[config.mk]
export PLATFORM = sky130hd
export DESIGN_NAME = line_prefetcher
export DESIGN_NICKNAME = d
export VERILOG_FILES = /design/src/rtl/lpf_pkg.sv /design/src/rtl/lpf_lru.sv /design/src/rtl/lpf_stream_tbl.sv /design/src/rtl/lpf_inject.sv /design/src/rtl/lpf_out_slot.sv /design/src/rtl/line_prefetcher.sv
export SDC_FILE = /design/constraint.sdc
export NUM_CORES = 2
export LEC_CHECK = 0
export BUFFER_PORTS_ARGS = -buffer_cell sky130_fd_sc_hd__buf_4
export CAP_MARGIN = 10
export CORE_MARGIN = 2
export CORE_UTILIZATION = 45
export DETAILED_ROUTE_END_ITERATION = 7
export PLACE_DENSITY = 0.6
export SLEW_MARGIN = 10
export SYNTH_ARGS = -nofsm -noshare
export SYNTH_HDL_FRONTEND = slang
export SYNTH_SLANG_ARGS = --single-unit
[constraint.sdc]
create_clock -name clk_i -period 16.8 [get_ports clk_i]
set_clock_uncertainty 0.15 [all_clocks]
set_input_delay 1.68 -clock clk_i [delete_from_list [all_inputs] [get_ports clk_i]]
set_output_delay 1.68 -clock clk_i [all_outputs]
set_load 0.02 [all_outputs]
[src/rtl/lpf_pkg.sv]
`timescale 1ns/1ps
package lpf_pkg;
  typedef enum logic {
    PF_STREAM = 1'b0,
    PF_INJECT = 1'b1
  } pf_mode_e;

  typedef logic [1:0] conf_t;
  localparam conf_t CONF_MAX  = 2'd3;
  localparam conf_t CONF_FIRE = 2'd2;
endpackage

[src/rtl/lpf_lru.sv]
`timescale 1ns/1ps
module lpf_lru #(
  parameter int unsigned N = 8
) (
  input  logic                 clk_i,
  input  logic                 rst_ni,
  input  logic                 touch_i,
  input  logic [$clog2(N)-1:0] touch_idx_i,
  output logic [$clog2(N)-1:0] victim_o
);
  localparam int unsigned IDX_W = $clog2(N);

  // ages form a permutation of 0..N-1; N-1 is the oldest
  logic [IDX_W-1:0] age_q [N];

  always_ff @(posedge clk_i or negedge rst_ni) begin
    if (!rst_ni) begin
      for (int i = 0; i < N; i++) age_q[i] <= IDX_W'(i);
    end else if (touch_i) begin
      for (int i = 0; i < N; i++) begin
        if (IDX_W'(i) == touch_idx_i) age_q[i] <= '0;
        else if (age_q[i] < age_q[touch_idx_i]) age_q[i] <= age_q[i] + 1'b1;
      end
    end
  end

  always_comb begin
    victim_o = '0;
    for (int i = 0; i < N; i++)
      if (age_q[i] == IDX_W'(N - 1)) victim_o = IDX_W'(i);
  end
endmodule

[src/rtl/lpf_stream_tbl.sv]
`timescale 1ns/1ps
module lpf_stream_tbl
  import lpf_pkg::*;
#(
  parameter int unsigned LINE_W = 40,
  parameter int unsigned N      = 8,
  parameter int unsigned DEGREE = 2
) (
  input  logic              clk_i,
  input  logic              rst_ni,
  input  logic              clear_i,
  input  logic              dmd_valid_i,
  input  logic [LINE_W-1:0] dmd_line_i,
  output logic              cand_valid_o,
  output logic [LINE_W-1:0] cand_line_o,
  output logic [N-1:0]      vld_o
);
  localparam int unsigned IDX_W = $clog2(N);
  localparam logic [LINE_W-1:0] ONE  = LINE_W'(1);
  localparam logic [LINE_W-1:0] STEP = LINE_W'(DEGREE);

  logic [N-1:0]      vld_q, desc_q, pfv_q;
  logic [LINE_W-1:0] last_q [N];
  logic [LINE_W-1:0] pfl_q  [N];
  conf_t             conf_q [N];

  logic [N-1:0] hit_eq, hit_up, hit_dn;

  for (genvar g = 0; g < N; g++) begin : g_match
    assign hit_eq[g] = vld_q[g] && (dmd_line_i == last_q[g]);
    assign hit_up[g] = vld_q[g] && (dmd_line_i == last_q[g] + ONE);
    assign hit_dn[g] = vld_q[g] && (dmd_line_i == last_q[g] - ONE);
  end

  logic             any_hit, free_found;
  logic [IDX_W-1:0] sel_idx, free_idx, lru_idx, wr_idx;

  always_comb begin
    any_hit    = 1'b0;
    sel_idx    = '0;
    free_found = 1'b0;
    free_idx   = '0;
    for (int i = 0; i < N; i++) begin
      if (!any_hit && (hit_eq[i] || hit_up[i] || hit_dn[i])) begin
        any_hit = 1'b1;
        sel_idx = IDX_W'(i);
      end
      if (!free_found && !vld_q[i]) begin
        free_found = 1'b1;
        free_idx   = IDX_W'(i);
      end
    end
  end

  assign wr_idx = any_hit ? sel_idx : (free_found ? free_idx : lru_idx);

  // next state of the selected entry
  logic              new_desc;
  conf_t             new_conf;
  logic [LINE_W-1:0] target;

  always_comb begin
    if (hit_eq[sel_idx]) begin
      new_desc = desc_q[sel_idx];
      new_conf = conf_q[sel_idx];
    end else begin
      new_desc = hit_dn[sel_idx];
      if (new_desc == desc_q[sel_idx])
        new_conf = (conf_q[sel_idx] == CONF_MAX) ? CONF_MAX : conf_q[sel_idx] + 1'b1;
      else
        new_conf = conf_t'(1);
    end
    target = new_desc ? dmd_line_i - STEP : dmd_line_i + STEP;
  end

  assign cand_valid_o = dmd_valid_i && !clear_i && any_hit && (new_conf >= CONF_FIRE) &&
                        !(pfv_q[sel_idx] && (pfl_q[sel_idx] == target));
  assign cand_line_o  = target;
  assign vld_o        = vld_q;

  always_ff @(posedge clk_i or negedge rst_ni) begin
    if (!rst_ni) begin
      vld_q  <= '0;
      desc_q <= '0;
      pfv_q  <= '0;
      for (int i = 0; i < N; i++) begin
        last_q[i] <= '0;
        pfl_q[i]  <= '0;
        conf_q[i] <= '0;
      end
    end else if (clear_i) begin
      vld_q <= '0;
    end else if (dmd_valid_i) begin
      vld_q[wr_idx]  <= 1'b1;
      last_q[wr_idx] <= dmd_line_i;
      if (any_hit) begin
        desc_q[wr_idx] <= new_desc;
        conf_q[wr_idx] <= new_conf;
        if (cand_valid_o) begin
          pfv_q[wr_idx] <= 1'b1;
          pfl_q[wr_idx] <= target;
        end
      end else begin
        desc_q[wr_idx] <= 1'b0;
        conf_q[wr_idx] <= '0;
        pfv_q[wr_idx]  <= 1'b0;
      end
    end
  end

  lpf_lru #(.N(N)) u_lru (
    .clk_i       (clk_i),
    .rst_ni      (rst_ni),
    .touch_i     (dmd_valid_i && !clear_i),
    .touch_idx_i (wr_idx),
    .victim_o    (lru_idx)
  );
endmodule

[src/rtl/lpf_inject.sv]
`timescale 1ns/1ps
module lpf_inject #(
  parameter int unsigned ADDR_W     = 48,
  parameter int unsigned LINE_OFF_W = 8,
  parameter int unsigned DIST_W     = 32
) (
  input  logic [ADDR_W-1:0]            addr_i,
  input  logic [DIST_W-1:0]            dist_i,
  output logic [ADDR_W-LINE_OFF_W-1:0] line_o
);
  localparam int unsigned EXT_W = ADDR_W - DIST_W;

  logic [ADDR_W-1:0] sum;
  assign sum    = addr_i + {{EXT_W{dist_i[DIST_W-1]}}, dist_i};
  assign line_o = sum[ADDR_W-1:LINE_OFF_W];
endmodule

[src/rtl/lpf_out_slot.sv]
`timescale 1ns/1ps
module lpf_out_slot #(
  parameter int unsigned W = 48
) (
  input  logic         clk_i,
  input  logic         rst_ni,
  input  logic         cand_valid_i,
  input  logic [W-1:0] cand_addr_i,
  input  logic         ready_i,
  output logic         valid_o,
  output logic [W-1:0] addr_o
);
  logic slot_free;
  assign slot_free = !valid_o || ready_i;

  always_ff @(posedge clk_i or negedge rst_ni) begin
    if (!rst_ni) begin
      valid_o <= 1'b0;
      addr_o  <= '0;
    end else if (cand_valid_i && slot_free) begin
      valid_o <= 1'b1;
      addr_o  <= cand_addr_i;
    end else if (ready_i) begin
      valid_o <= 1'b0;
    end
  end
endmodule

[src/rtl/line_prefetcher.sv]
`timescale 1ns/1ps
module line_prefetcher
  import lpf_pkg::*;
#(
  parameter int unsigned ADDR_W     = 48,
  parameter int unsigned LINE_OFF_W = 8,
  parameter int unsigned DIST_W     = 32,
  parameter int unsigned ENTRIES    = 8,
  parameter int unsigned DEGREE     = 2
) (
  input  logic              clk_i,
  input  logic              rst_ni,
  input  logic              dmd_valid_i,
  input  logic [ADDR_W-1:0] dmd_addr_i,
  input  logic              cfg_we_i,
  input  logic              cfg_mode_i,
  input  logic              cfg_en_i,
  input  logic [DIST_W-1:0] cfg_dist_i,
  output logic              pf_valid_o,
  output logic [ADDR_W-1:0] pf_addr_o,
  input  logic              pf_ready_i
);
  localparam int unsigned LINE_W = ADDR_W - LINE_OFF_W;

  pf_mode_e          mode_q;
  logic              en_q;
  logic [DIST_W-1:0] dist_q;

  always_ff @(posedge clk_i or negedge rst_ni) begin
    if (!rst_ni) begin
      mode_q <= PF_STREAM;
      en_q   <= 1'b0;
      dist_q <= '0;
    end else if (cfg_we_i) begin
      mode_q <= pf_mode_e'(cfg_mode_i);
      en_q   <= cfg_en_i;
      dist_q <= cfg_dist_i;
    end
  end

  logic tbl_clr, dmd_ok;
  assign tbl_clr = cfg_we_i && ((cfg_mode_i != logic'(mode_q)) || !cfg_en_i);
  assign dmd_ok  = dmd_valid_i && en_q && !tbl_clr;

  logic              st_cand;
  logic [LINE_W-1:0] st_line, inj_line, cand_line;
  logic [ENTRIES-1:0] tbl_vld;

  lpf_stream_tbl #(
    .LINE_W (LINE_W),
    .N      (ENTRIES),
    .DEGREE (DEGREE)
  ) u_stream (
    .clk_i        (clk_i),
    .rst_ni       (rst_ni),
    .clear_i      (tbl_clr),
    .dmd_valid_i  (dmd_ok && (mode_q == PF_STREAM)),
    .dmd_line_i   (dmd_addr_i[ADDR_W-1:LINE_OFF_W]),
    .cand_valid_o (st_cand),
    .cand_line_o  (st_line),
    .vld_o        (tbl_vld)
  );

  lpf_inject #(
    .ADDR_W     (ADDR_W),
    .LINE_OFF_W (LINE_OFF_W),
    .DIST_W     (DIST_W)
  ) u_inject (
    .addr_i (dmd_addr_i),
    .dist_i (dist_q),
    .line_o (inj_line)
  );

  logic cand_valid;
  assign cand_valid = (mode_q == PF_INJECT) ? dmd_ok : st_cand;
  assign cand_line  = (mode_q == PF_INJECT) ? inj_line : st_line;

  lpf_out_slot #(.W(ADDR_W)) u_out (
    .clk_i        (clk_i),
    .rst_ni       (rst_ni),
    .cand_valid_i (cand_valid),
    .cand_addr_i  ({cand_line, {LINE_OFF_W{1'b0}}}),
    .ready_i      (pf_ready_i),
    .valid_o      (pf_valid_o),
    .addr_o       (pf_addr_o)
  );
endmodule

==> implementation parameters <==
Parameter                              Value

Power and ir drop
  Sequential share of power    37.2%
  Share of total power in combinational logic    about 27%
  Reported leakage power    28.9 nW
  Fraction of power consumed by the clock network    35.7%
  Pwr/cell area    approximately 87 nW/µm²
  Peak VDD IR    ~0.11 mV
  Share of total power consumed by net switching    37.2%
  Design internal power    ~3.9 mW
  Net Switching    approximately 2.3 mW

Global route
  Residual overflow from global routing    0
  Overall Global Routing Usage    between 30% and 40%
  Initial antenna violation count    9
  Number of global-route vias before repair    between 60000 and 70000
  Largest net degree at the start of global routing    approximately 170
  Wire length of the first global-routing pass    around 420000 µm

STA
  Fmax    0.0662 GHz
  Max Slew Vio Count    0
  Worst slew pin tran    approximately 1300 ps
  Slew margin rel.    approximately an eighth
  Final Critical Period    15100 ps
  Fin crit share    between 80% and 90%
  Hold Violations, Final    0
  Total negative slack for setup checks    0 ps
  Endpoints failing setup    0
  Unrepaired setup endpoints after global routing    false

CTS
  Cells resized by post-CTS repair    0
  Clock tree buffer depth    3
  Root Driver    sky130_fd_sc_hd__clkbuf_16
  Clk_lat worst skew    roughly 770 ps
  Register clock-pin slew on the reported worst setup and hold paths    70 ps
  Count of hold buffers inserted by post-cts repair    0
  Number of clock sinks    a little under 800
  Clock tree from TritonCTS    done
  TritonCTS Buffers    94
  Setup Buffers After CTS    0
  # H-tree levels    3

Routing
  DRC violation count after routing    0
  Antenna Violating Nets Remaining    0
  Routed Wire Length    293000 µm
  Number of DRC markers after the initial detailed-route iteration    between 8000 and 9000
  Via Count    64265
  Number of vias per cell after detailed routing    6.73
  Detailed-router iteration count before antenna repair    8
  Mean routed wirelength per cell    about 30 µm

Setup path
  CP Data Arrival Time    15590 ps
  Critical path's most frequent cell    sky130_fd_sc_hd__o21ai_0
  Endpoint type of the worst setup path    flip-flop
  Required time reported for the critical path endpoint    17300 ps
  Startpoint kind of the worst setup timing path    flip-flop
  Max Fanout on Critical Path    38
  Max stage delay cell, worst path    sky130_fd_sc_hd__a221oi_4
  Type of the setup path with the least slack    flip-flop to flip-flop
  Longest individual stage delay on the worst path    roughly 980 ps

Flow run
  Max-cap violations    0

Synth
  Ranking of synthesized cells by instance count    sky130_fd_sc_hd__nand2_1, sky130_fd_sc_hd__dfrtp_1, sky130_fd_sc_hd__clkbuf_1
  Instance count of the mapped netlist    7791
  Netlist area before placement    65800 µm²
  Synth top area cells    sky130_fd_sc_hd__dfrtp_1, sky130_fd_sc_hd__xnor2_1, sky130_fd_sc_hd__mux2_2, sky130_fd_sc_hd__nand2_1, sky130_fd_sc_hd__xor2_1
  Most instantiated flip-flop cell in the synthesis netlist    sky130_fd_sc_hd__dfrtp_1
  Area share of the largest cell type after synthesis    29.2%
  Dominant cell by count in the synthesized netlist    sky130_fd_sc_hd__nand2_1
  Flop and latch count out of synthesis    just under 800
  Syn. warnings    0
  Number of enable-type register cells in the synthesized netlist    0
  Syn avg cell area    8.44 µm²
  Number of distinct library cells after synthesis    102
  Post-synthesis async set-or-reset flop share    between 90% and 100%
  Cell type with the largest total area after synthesis    sky130_fd_sc_hd__dfrtp_1
  Sequential-to-total area share from yosys stat    29.7%

Floorplanning
  DIE WIDTH    386 µm
  Row Count    140
  Core outline area    145000 µm²
  Total I/O pin count    136
  Starting utilization of the core area    45.2%
  Die Footprint    about 150000 µm²
  Die span in y    386 µm

Place
  Final weighted congestion of routability-driven global placement    1.02
  Count of port buffers added during placement    127
  Placed Cells incl. Taps    9371
  DPL Wire Length    214000 µm

Final layout
  Layout overhead on the synthesized area    8.59%
  Ratio of cells with drive above 1 in the final layout    12.8%
  Final net count    7768
  Number of standard cells in the layout, taps in and fillers out    9551

Min path
  Hold crit path type    flip-flop to flip-flop

Run status
  Run status    finished clean
[routing by layer]
metal / part of all wire, % / global-route usage (%) / vias up
met5: 0.010 / 0 / -
met4: 6.5 / 21.1 / 6
met3: 9.0 / 7.59 / 700
met2: 43 / 57.2 / 3270
met1: 42 / 51.9 / 31889
li1: - / - / 28400
[metrics by stage]
stage | util [%] | worst slack [ps] | power (mW) | cell area (µm²) | hold WS (ps)
6_report | 49.1 | 1700 | 6.21 | 71400 | 322
3_3_place_gp | 46.8 | 931 | 3.96 | 68000 | 307
4_1_cts | 49.1 | 1960 | 6.20 | 71400 | 327
3_5_place_dp | 46.8 | 1310 | 3.97 | 68100 | 313
2_1_floorplan | - | 4670 | 3.31 | 65800 | 292
5_1_grt | 49.1 | 976 | 6.45 | 71400 | 345
[cells in the final DEF (no fill, tap or decap), drive strengths merged, types with 31 or more instances in the layout]
cell type | synthesis | final
nor4 | 295 | 295
or3 | 89 | 89
a211oi | 82 | 82
nand4 | 303 | 303
and3 | 85 | 85
inv | 170 | 173
or4 | 102 | 102
and4 | 67 | 67
or2 | 43 | 43
mux2i | 180 | 180
xor2 | 262 | 262
nand4b | 37 | 37
nand2b | 78 | 78
nor2 | 386 | 386
a2111oi | 38 | 38
nand2 | 863 | 863
o22ai | 41 | 41
dfrtp | 767 | 767
nor2b | 61 | 61
a21o | 55 | 55
clkbuf | 506 | 129
nand3 | 273 | 273
mux2 | 547 | 547
xnor2 | 480 | 480
a21oi | 199 | 199
ha | 130 | 130
clkinv | 4 | 31
nor3b | 38 | 38
o31ai | 58 | 58
nor4b | 38 | 38
nor3 | 277 | 277
o21ai | 364 | 364
a31oi | 76 | 76
and2 | 72 | 72
buf | 133 | 295
o211ai | 59 | 59
[kinds of logic after synthesis]
group,Yosys count,synth area share [%]
flip-flops,779,29.7
adder cells (fa/ha/maj),131,2.50
AO/OA/AOI/OAI,1387,14.4
XOR/XNOR,746,10.0
multiplexers,744,12.7
buffers and inverters,813,4.85
AND/OR/NAND/NOR,3190,25.8
other,1,0.00570
[critical path, delay by kind of cell, from the launching register on]
| family | cells | cell delay, ps |
|---|---|---|
| buf+inv | 4 | 1370 |
| xor+xnor | 2 | 1000 |
| compound gates | 20 | 5730 |
| mux | 3 | 1440 |
| fa+ha+maj | 2 | 750 |
| simple gates | 9 | 3920 |
| flops | 1 | 550 |
[power by group through the flow]
stage                     Sequential [mW]  Combinational (mW)  Clock, mW
after floorplan                      2.17                1.13          0
after global placement               2.33                1.63          0
after detailed placement             2.33                1.64          0
after CTS                            2.30                1.65       2.25
after global routing                 2.33                1.80       2.32
final                                2.31                1.68       2.22
[path summary, 6_finish.rpt]
kind / end / cells after the start / slack [ps] / start
setup / recovery: u_out.addr_o[13]$_DFFE_PN0P_ / 40 / 1700 / u_stream.last_q[240]$_DFFE_PN0P_
min in group asynchronous: u_stream.last_q[257]$_DFFE_PN0P_ / 1 / 760 / rst_ni
hold / removal: u_stream.conf_q[10]$_DFFE_PN0P_ / 2 / 320 / u_stream.conf_q[10]$_DFFE_PN0P_
hold reg to reg: u_stream.conf_q[10]$_DFFE_PN0P_ / 2 / 320 / u_stream.conf_q[10]$_DFFE_PN0P_
setup reg to reg: u_out.addr_o[13]$_DFFE_PN0P_ / 40 / 1700 / u_stream.last_q[240]$_DFFE_PN0P_
max in group asynchronous: u_stream.pfl_q[63]$_DFFE_PN0P_ / 5 / 12490 / rst_ni
[sequential cells by signal, indices dropped and copies added (netlist names), named ones only]
name	cells
u_stream.last_q	320
u_out.addr_o	40
u_stream.vld_o	8
u_out.valid_o	1
u_stream.conf_q	16
u_stream.pfl_q	320
u_stream.u_lru.age_q	24
u_stream.desc_q	8
mode_q	1
en_q	1
dist_q	32
[layout make-up]
type                       count  area [µm²]
fill                       13987       74000
multi-input combinational   6206       43200
sequential                   779       19500
clock buffer                 129        2670
tap                         1917        2400
timing repair buffer         295        2250
clock inverter                45         677
inverter                     174         653
antenna                        6        15.0
Power figures use the tool's default switching activity.
